==> src/rtl/hostbus_pkg.sv <==
package hostbus_pkg;

    typedef enum logic [1:0] {
        ST_IDLE = 2'd0,
        ST_HOLD = 2'd1,
        ST_ACK  = 2'd2
    } bus_state_e;

    localparam int SYNC_W = 4;   // sel, dstb, vsel, rnw

endpackage

==> src/rtl/hb_sync.sv <==
module hb_sync #(
    parameter int W = 4
) (
    input  logic         clk,
    input  logic         rst_n,
    input  logic [W-1:0] async_n,
    output logic [W-1:0] sync_o
);
    logic [W-1:0] s1_d, s1_q, s2_d, s2_q;

    always_comb begin
        s1_d = async_n;
        s2_d = s1_q;
    end

    for (genvar i = 0; i < W; i++) begin : g_bit
        always_ff @(posedge clk or negedge rst_n) begin
            if (!rst_n) begin
                s1_q[i] <= 1'b1;
                s2_q[i] <= 1'b1;
            end else begin
                s1_q[i] <= s1_d[i];
                s2_q[i] <= s2_d[i];
            end
        end
    end

    assign sync_o = ~s2_q;
endmodule

==> src/rtl/hb_busy_timer.sv <==
module hb_busy_timer #(
    parameter int HOLD_CYCLES = 250
) (
    input  logic clk,
    input  logic rst_n,
    input  logic start,
    output logic busy
);
    localparam int CNT_W = $clog2(HOLD_CYCLES + 1);
    localparam logic [CNT_W-1:0] LOADV = CNT_W'(HOLD_CYCLES);

    logic [CNT_W-1:0] cnt_d, cnt_q;

    always_comb begin
        cnt_d = cnt_q;
        if (start)
            cnt_d = LOADV;
        else if (cnt_q != '0)
            cnt_d = cnt_q - 1'b1;
    end

    always_ff @(posedge clk or negedge rst_n) begin
        if (!rst_n) cnt_q <= '0;
        else        cnt_q <= cnt_d;
    end

    assign busy = (cnt_q != '0);

    a_r6_cnt_range: assert property (@(posedge clk) disable iff (!rst_n)
        cnt_q <= LOADV);
    a_r6_load_busy: assert property (@(posedge clk) disable iff (!rst_n)
        start |=> busy);
endmodule

==> src/rtl/hb_regfile.sv <==
module hb_regfile #(
    parameter int ADDR_W   = 4,
    parameter int DATA_W   = 8,
    parameter int VEC_ADDR = 14
) (
    input  logic              clk,
    input  logic              rst_n,
    input  logic              we,
    input  logic [ADDR_W-1:0] addr,
    input  logic [DATA_W-1:0] wdata,
    output logic [DATA_W-1:0] rd_data,
    output logic [DATA_W-1:0] vec_data
);
    localparam int NREG = 1 << ADDR_W;

    logic [DATA_W-1:0] mem_d [NREG];
    logic [DATA_W-1:0] mem_q [NREG];

    always_comb begin
        mem_d = mem_q;
        if (we) mem_d[addr] = wdata;
    end

    always_ff @(posedge clk or negedge rst_n) begin
        if (!rst_n) begin
            for (int i = 0; i < NREG; i++) mem_q[i] <= '0;
        end else begin
            mem_q <= mem_d;
        end
    end

    assign rd_data  = mem_q[addr];
    assign vec_data = mem_q[ADDR_W'(VEC_ADDR)];

    a_r3_write_lands: assert property (@(posedge clk) disable iff (!rst_n)
        we |=> mem_q[$past(addr)] == $past(wdata));
endmodule

==> src/rtl/hb_cycle_fsm.sv <==
module hb_cycle_fsm
    import hostbus_pkg::*;
#(
    parameter int DATA_W = 8
) (
    input  logic              clk,
    input  logic              rst_n,
    input  logic              sel_s,
    input  logic              dstb_s,
    input  logic              vsel_s,
    input  logic              rnw_s,
    input  logic              busy,
    input  logic [DATA_W-1:0] reg_rdata,
    input  logic [DATA_W-1:0] vec_rdata,
    output logic              we,
    output logic              ack,
    output logic              oe,
    output logic [DATA_W-1:0] rdata
);
    typedef struct packed {
        bus_state_e        st;
        logic              ack;
        logic              oe;
        logic [DATA_W-1:0] rdata;
    } fsm_t;

    fsm_t cur_q, nxt_d;
    logic qual, any_low;

    always_comb begin
        nxt_d   = cur_q;
        we      = 1'b0;
        qual    = dstb_s && (sel_s || vsel_s);
        any_low = dstb_s || sel_s || vsel_s;
        unique case (cur_q.st)
            ST_IDLE, ST_HOLD: begin
                if (!qual) begin
                    nxt_d.st = ST_IDLE;
                end else if (busy) begin
                    nxt_d.st = ST_HOLD;
                end else begin
                    nxt_d.st  = ST_ACK;
                    nxt_d.ack = 1'b1;
                    if (vsel_s) begin
                        nxt_d.oe    = 1'b1;
                        nxt_d.rdata = vec_rdata;
                    end else if (rnw_s) begin
                        nxt_d.oe    = 1'b1;
                        nxt_d.rdata = reg_rdata;
                    end else begin
                        we = 1'b1;
                    end
                end
            end
            ST_ACK: begin
                if (!any_low) begin
                    nxt_d.st  = ST_IDLE;
                    nxt_d.ack = 1'b0;
                    nxt_d.oe  = 1'b0;
                end
            end
            default: begin
                nxt_d.st  = ST_IDLE;
                nxt_d.ack = 1'b0;
                nxt_d.oe  = 1'b0;
            end
        endcase
    end

    always_ff @(posedge clk or negedge rst_n) begin
        if (!rst_n) begin
            cur_q.st    <= ST_IDLE;
            cur_q.ack   <= 1'b0;
            cur_q.oe    <= 1'b0;
            cur_q.rdata <= '0;
        end else begin
            cur_q <= nxt_d;
        end
    end

    assign ack   = cur_q.ack;
    assign oe    = cur_q.oe;
    assign rdata = cur_q.rdata;

    a_r4_ack_held: assert property (@(posedge clk) disable iff (!rst_n)
        (cur_q.ack && (dstb_s || sel_s || vsel_s)) |=> cur_q.ack);
    a_r7_oe_inside_ack: assert property (@(posedge clk) disable iff (!rst_n)
        cur_q.oe |-> cur_q.ack);
    a_r1_start_qualified: assert property (@(posedge clk) disable iff (!rst_n)
        $rose(cur_q.ack) |-> ($past(dstb_s) && ($past(sel_s) || $past(vsel_s))));
    a_r8_no_write_on_vsel: assert property (@(posedge clk) disable iff (!rst_n)
        vsel_s |-> !we);
endmodule

==> src/rtl/hostbus_slave.sv <==
module hostbus_slave
    import hostbus_pkg::*;
#(
    parameter int ADDR_W      = 4,
    parameter int DATA_W      = 8,
    parameter int VEC_ADDR    = 14,
    parameter int EOS_ADDR    = 15,
    parameter int HOLD_CYCLES = 250
) (
    input  logic              clk,
    input  logic              rst_n,
    input  logic              sel_n,
    input  logic              dstb_n,
    input  logic              rnw,
    input  logic              vsel_n,
    input  logic [ADDR_W-1:0] addr,
    input  logic [DATA_W-1:0] wdata,
    output logic [DATA_W-1:0] rdata,
    output logic              rdata_oe,
    output logic              xack_n
);
    logic [SYNC_W-1:0] sync_v;
    logic              sel_s, dstb_s, vsel_s, rnw_s;
    logic              busy, we, ack, eos_start;
    logic [DATA_W-1:0] reg_rdata, vec_rdata;

    hb_sync #(.W(SYNC_W)) u_sync (
        .clk    (clk),
        .rst_n  (rst_n),
        .async_n({~rnw, vsel_n, dstb_n, sel_n}),
        .sync_o (sync_v)
    );

    assign sel_s  = sync_v[0];
    assign dstb_s = sync_v[1];
    assign vsel_s = sync_v[2];
    assign rnw_s  = sync_v[3];

    hb_cycle_fsm #(.DATA_W(DATA_W)) u_fsm (
        .clk      (clk),
        .rst_n    (rst_n),
        .sel_s    (sel_s),
        .dstb_s   (dstb_s),
        .vsel_s   (vsel_s),
        .rnw_s    (rnw_s),
        .busy     (busy),
        .reg_rdata(reg_rdata),
        .vec_rdata(vec_rdata),
        .we       (we),
        .ack      (ack),
        .oe       (rdata_oe),
        .rdata    (rdata)
    );

    hb_regfile #(.ADDR_W(ADDR_W), .DATA_W(DATA_W), .VEC_ADDR(VEC_ADDR)) u_regs (
        .clk     (clk),
        .rst_n   (rst_n),
        .we      (we),
        .addr    (addr),
        .wdata   (wdata),
        .rd_data (reg_rdata),
        .vec_data(vec_rdata)
    );

    assign eos_start = we && (addr == ADDR_W'(EOS_ADDR));

    hb_busy_timer #(.HOLD_CYCLES(HOLD_CYCLES)) u_busy (
        .clk  (clk),
        .rst_n(rst_n),
        .start(eos_start),
        .busy (busy)
    );

    assign xack_n = ~ack;

    a_r6_no_ack_while_busy: assert property (@(posedge clk) disable iff (!rst_n)
        $rose(ack) |-> !$past(busy));
endmodule

==> config.mk <==
export PLATFORM = sky130hd
export DESIGN_NAME = hostbus_slave
export DESIGN_NICKNAME = d
export VERILOG_FILES = /design/src/rtl/hostbus_pkg.sv /design/src/rtl/hb_sync.sv /design/src/rtl/hb_busy_timer.sv /design/src/rtl/hb_regfile.sv /design/src/rtl/hb_cycle_fsm.sv /design/src/rtl/hostbus_slave.sv
export SDC_FILE = /design/constraint.sdc
export NUM_CORES = 1
export LEC_CHECK = 0
export CAP_MARGIN = 15
export CORE_MARGIN = 2
export CORE_UTILIZATION = 63
export CTS_BUF_LIST = sky130_fd_sc_hd__clkbuf_16
export CTS_CLUSTER_DIAMETER = 120
export DETAILED_ROUTE_END_ITERATION = 6
export HOLD_SLACK_MARGIN = 0.1
export PLACE_DENSITY_LB_ADDON = 0.15
export SYNTH_ARGS = -nofsm -noshare
export SYNTH_HDL_FRONTEND = slang
export SYNTH_HIERARCHICAL = 1
export SYNTH_SLANG_ARGS = --single-unit
==> constraint.sdc <==
create_clock -name clk -period 5 [get_ports clk]
set_clock_uncertainty 0.1 [all_clocks]
set_input_delay 0.75 -clock clk [delete_from_list [all_inputs] [get_ports clk]]
set_output_delay 0.75 -clock clk [all_outputs]
set_load 0.02 [all_outputs]
==> flow_metrics.tcl <==
set metrics [dict create \
    status "finished clean" \
    dr.pass1.iters 4 \
    syn_inst 495 \
    met3RoutedLength_um 377 \
    pre_cts_ws_ps 1530 \
    postPlaceCellArea_mm2 0.00763 \
    async_flop_share 1.00 \
    cts_made_buffers 17 \
    synth_seq_cells 156 \
    drive_gt1_frac 0.461 \
    layout_min_cycle_time_ps 3560 \
    dp_hpwl_mm 9.52 \
    via_per_inst 6.27 \
    setup_ws_ps 1440 \
    worstPathArrival_ps 3760 \
    slowest_delay_ps 540 \
    syn_area_per_cell_um2 15.0 \
    ys_seq_area_frac 0.528 \
    relSlewSlack 0.474 \
    reg2regPathDepth 10 \
    rsz0062_at_grt "false" \
    crit_required_ps 5200 \
    gp_congestion 0.812 \
    antenna_cells 0 \
    dp_cells 633 \
    fmax_ghz 0.281 \
    slew_violations 0 \
    post_drt_wl_per_cell_um 22.3 \
    route.detailed.drc 0 \
    clkTransAtPathRegs_ps 60 \
    ir_drop_mv 0.400 \
    drv_cap 0 \
    io_buffers 27 \
    antenna_found_initial 0 \
    critPathMostFrequentCell "inv_1" \
    ant_nets 0 \
    whs_endpoint "u_sync/s2_q[0]" \
    highest_layer "met4" \
    synth_edf_count 0 \
    min_path_cells 0 \
    die_w_um 112 \
    grt_use_total 0.259 \
    crit_slowest_cell "or3b_2" \
    synth_ff_type "dfrtp_1" \
    initialDrtViolationCount 341 \
    r2r-start "u_busy/cnt_q[0]" \
    grt_max_degree 119 \
    worstSkewPairLatency_ps 430 \
    routed_wl_mm 14.8 \
    met1_length_mm 6.88 \
    initial_core_util 0.646 \
    syn_area_mm2 0.00741 \
    crit_chain "inv_1, ha_1, or3b_2, nor2_1, inv_1, nor4_2, buf_4, and2b_1, and4b_1, mux2_2" \
    die_area_mm2 0.0126 \
    grt_pass1_wl_mm 24.5 \
    synth_cell_types 50 \
    h-tree-depth 4 \
    io-pin-count 28 \
    yosysWarnings 6 \
    grt_pass1_vias 4458 \
    setup_violations 0 \
    hp-class "reg2reg" \
    crit_path_end_kind "register" \
    fin_area_mm2 0.00823 \
    power.density_mw_per_mm2 319 \
    die_h_um 112 \
    cp_max_fo 9 \
    worstSetupPathType "reg2reg" \
    hold_viol 0 \
    vias 4175 \
    setup_tns_ps 0 \
    clk_path_buf_depth 2 \
    hp-start "u_sync/s1_q[0]" \
    instances_no_fill 666 \
    clkSinkCount 156 \
    p_leak_nw 3.89 \
    n_fill_cell 755 \
    fin_nets 531 \
    cts-root-buf "clkbuf_16" \
    overflow 0 \
    row_count 39 \
    area_delta_synth_final_pct 11.1 \
    crit_path_start_kind "register" \
    tightest_slew_ps 788 \
    core_mm2 0.0115 \
    timing.final.crit_share 0.711 \
    wl_met2_mm 7.34 \
    r2r-end "u_regs/mem_q[79]" \
    ff2ff_setup_slack_ps 1440 \
    cts_tree "yes" \
]
==> metal layers <==
layer / GRT usage / vias to the layer above
met3: 0.0464 / 18
li1: - / 1848
met4: 0.101 / 0
met1: 0.367 / 2239
met5: 0 / -
met2: 0.407 / 70
==> area by class of cell <==
type                            count  area, um^2  area share
Clock inverter                     14         138      0.0167
Multi-Input combinational cell    290        3190       0.387
Timing Repair Buffer               35         344      0.0418
Tap cell                          143         179      0.0217
Clock buffer                       17         425      0.0517
Sequential cell                   156        3910       0.476
Inverter                           11        41.3     0.00502
==> kinds of logic after synthesis <==
kind of cell | after synthesis | share of synthesized area
AO/OA/AOI/OAI | 37 | 0.0351
AND/OR/NAND/NOR | 67 | 0.0705
flip-flops | 156 | 0.528
multiplexers | 176 | 0.316
buffers and inverters | 56 | 0.0458
adder cells (fa/ha/maj) | 2 | 0.00338
other | 1 | 0.000506
==> power breakdown <==
part	switching (mW)	internal, mW	total [mW]
combinational	0.0786	0.0342	0.113
sequential	0.00143	1.27	1.27
clock	0.479	0.764	1.24
total	0.559	2.07	2.63
==> registers in the layout, summed over array words and instances (netlist names) <==
signal        cells
u_fsm/rdata       8
u_fsm/oe          1
u_fsm/cur_q       2
u_busy/cnt_q      8
u_regs/mem_q    128
u_sync/s2_q       4
u_sync/s1_q       4
u_fsm/ack         1
==> worst max-delay path by stage <==
stage	start	end	slack, ps	cells past startpoint
after detailed placement	u_busy/cnt_q[0]	u_regs/mem_q[79]	1530	10
after global placement	addr[0]	u_fsm/rdata[7]	1630	7
after floorplan	u_busy/cnt_q[0]	u_regs/mem_q[10]	1800	12
after global routing	u_busy/cnt_q[0]	u_regs/mem_q[76]	1270	10
after CTS	u_busy/cnt_q[0]	u_regs/mem_q[79]	1500	10
final	u_busy/cnt_q[0]	u_regs/mem_q[79]	1440	10
==> critical path: cells and delay by family, from the launching register on <==
| kind | cells | cell delay (ps) |
|---|---|---|
| adder cells (fa/ha/maj) | 1 | 180 |
| AND/OR/NAND/NOR | 5 | 1820 |
| flip-flops | 1 | 410 |
| multiplexers | 1 | 400 |
| buffers and inverters | 3 | 520 |
==> synthesized netlist by cell type, types with 2 or more instances <==
cell | n | area share
nor3_1 | 4 | 0.0027
a21oi_1 | 3 | 0.0020
nor4_4 | 2 | 0.0057
inv_1 | 11 | 0.0056
nor2_4 | 2 | 0.0030
clkbuf_1 | 11 | 0.0056
nand4_2 | 2 | 0.0034
ha_1 | 2 | 0.0034
nand3_1 | 3 | 0.0020
mux2_2 | 144 | 0.22
mux4_2 | 32 | 0.097
or4_1 | 3 | 0.0030
o31ai_1 | 2 | 0.0020
nand3_2 | 4 | 0.0054
nand2_1 | 11 | 0.0056
dfrtp_1 | 148 | 0.50
nor2_2 | 2 | 0.0017
nand2b_4 | 2 | 0.0037
buf_6 | 6 | 0.0091
nor2b_1 | 3 | 0.0025
dfstp_2 | 8 | 0.028
o21a_1 | 2 | 0.0020
a22oi_1 | 16 | 0.016
nand2b_1 | 4 | 0.0034
o21ai_0 | 7 | 0.0047
or3_1 | 2 | 0.0017
nor2_1 | 7 | 0.0035
nor3b_1 | 2 | 0.0020
buf_4 | 20 | 0.020
o311ai_0 | 2 | 0.0024
buf_2 | 7 | 0.0047
nor3_4 | 3 | 0.0066
==> layout by cell type, fill, tap and decap left out, types with 6 or more instances in the layout <==
| cell | synthesis | layout |
|---|---|---|
| dfrtp_1 | 148 | 148 |
| mux2_2 | 144 | 144 |
| mux4_2 | 32 | 32 |
| clkdlybuf4s50_1 | 0 | 24 |
| clkbuf_16 | 0 | 17 |
| a22oi_1 | 16 | 16 |
| inv_1 | 11 | 14 |
| nand2_1 | 11 | 11 |
| conb_1 | 1 | 8 |
| dfstp_2 | 8 | 8 |
| nor2_1 | 7 | 7 |
| o21ai_0 | 7 | 7 |
| buf_4 | 20 | 6 |
==> per-stage QoR <==
stage / hold WS, ps / power, mW / util
final: 256 / 2.63 / 0.717
after global placement: 247 / 1.40 / 0.665
after CTS: 257 / 2.65 / 0.714
after detailed placement: 248 / 1.40 / 0.665
after global routing: 260 / 2.72 / 0.717
after floorplan: 245 / 1.36 / -
==> repair_timing <==
action / 4_1_cts / 5_1_grt
hold buffers: 0 / 1
buffers inserted: 0 / 0
resized for setup: 0 / 0
endpoints found under the hold margin: 0 / 19
No activity file was read; power rests on OpenSTA's default activity.
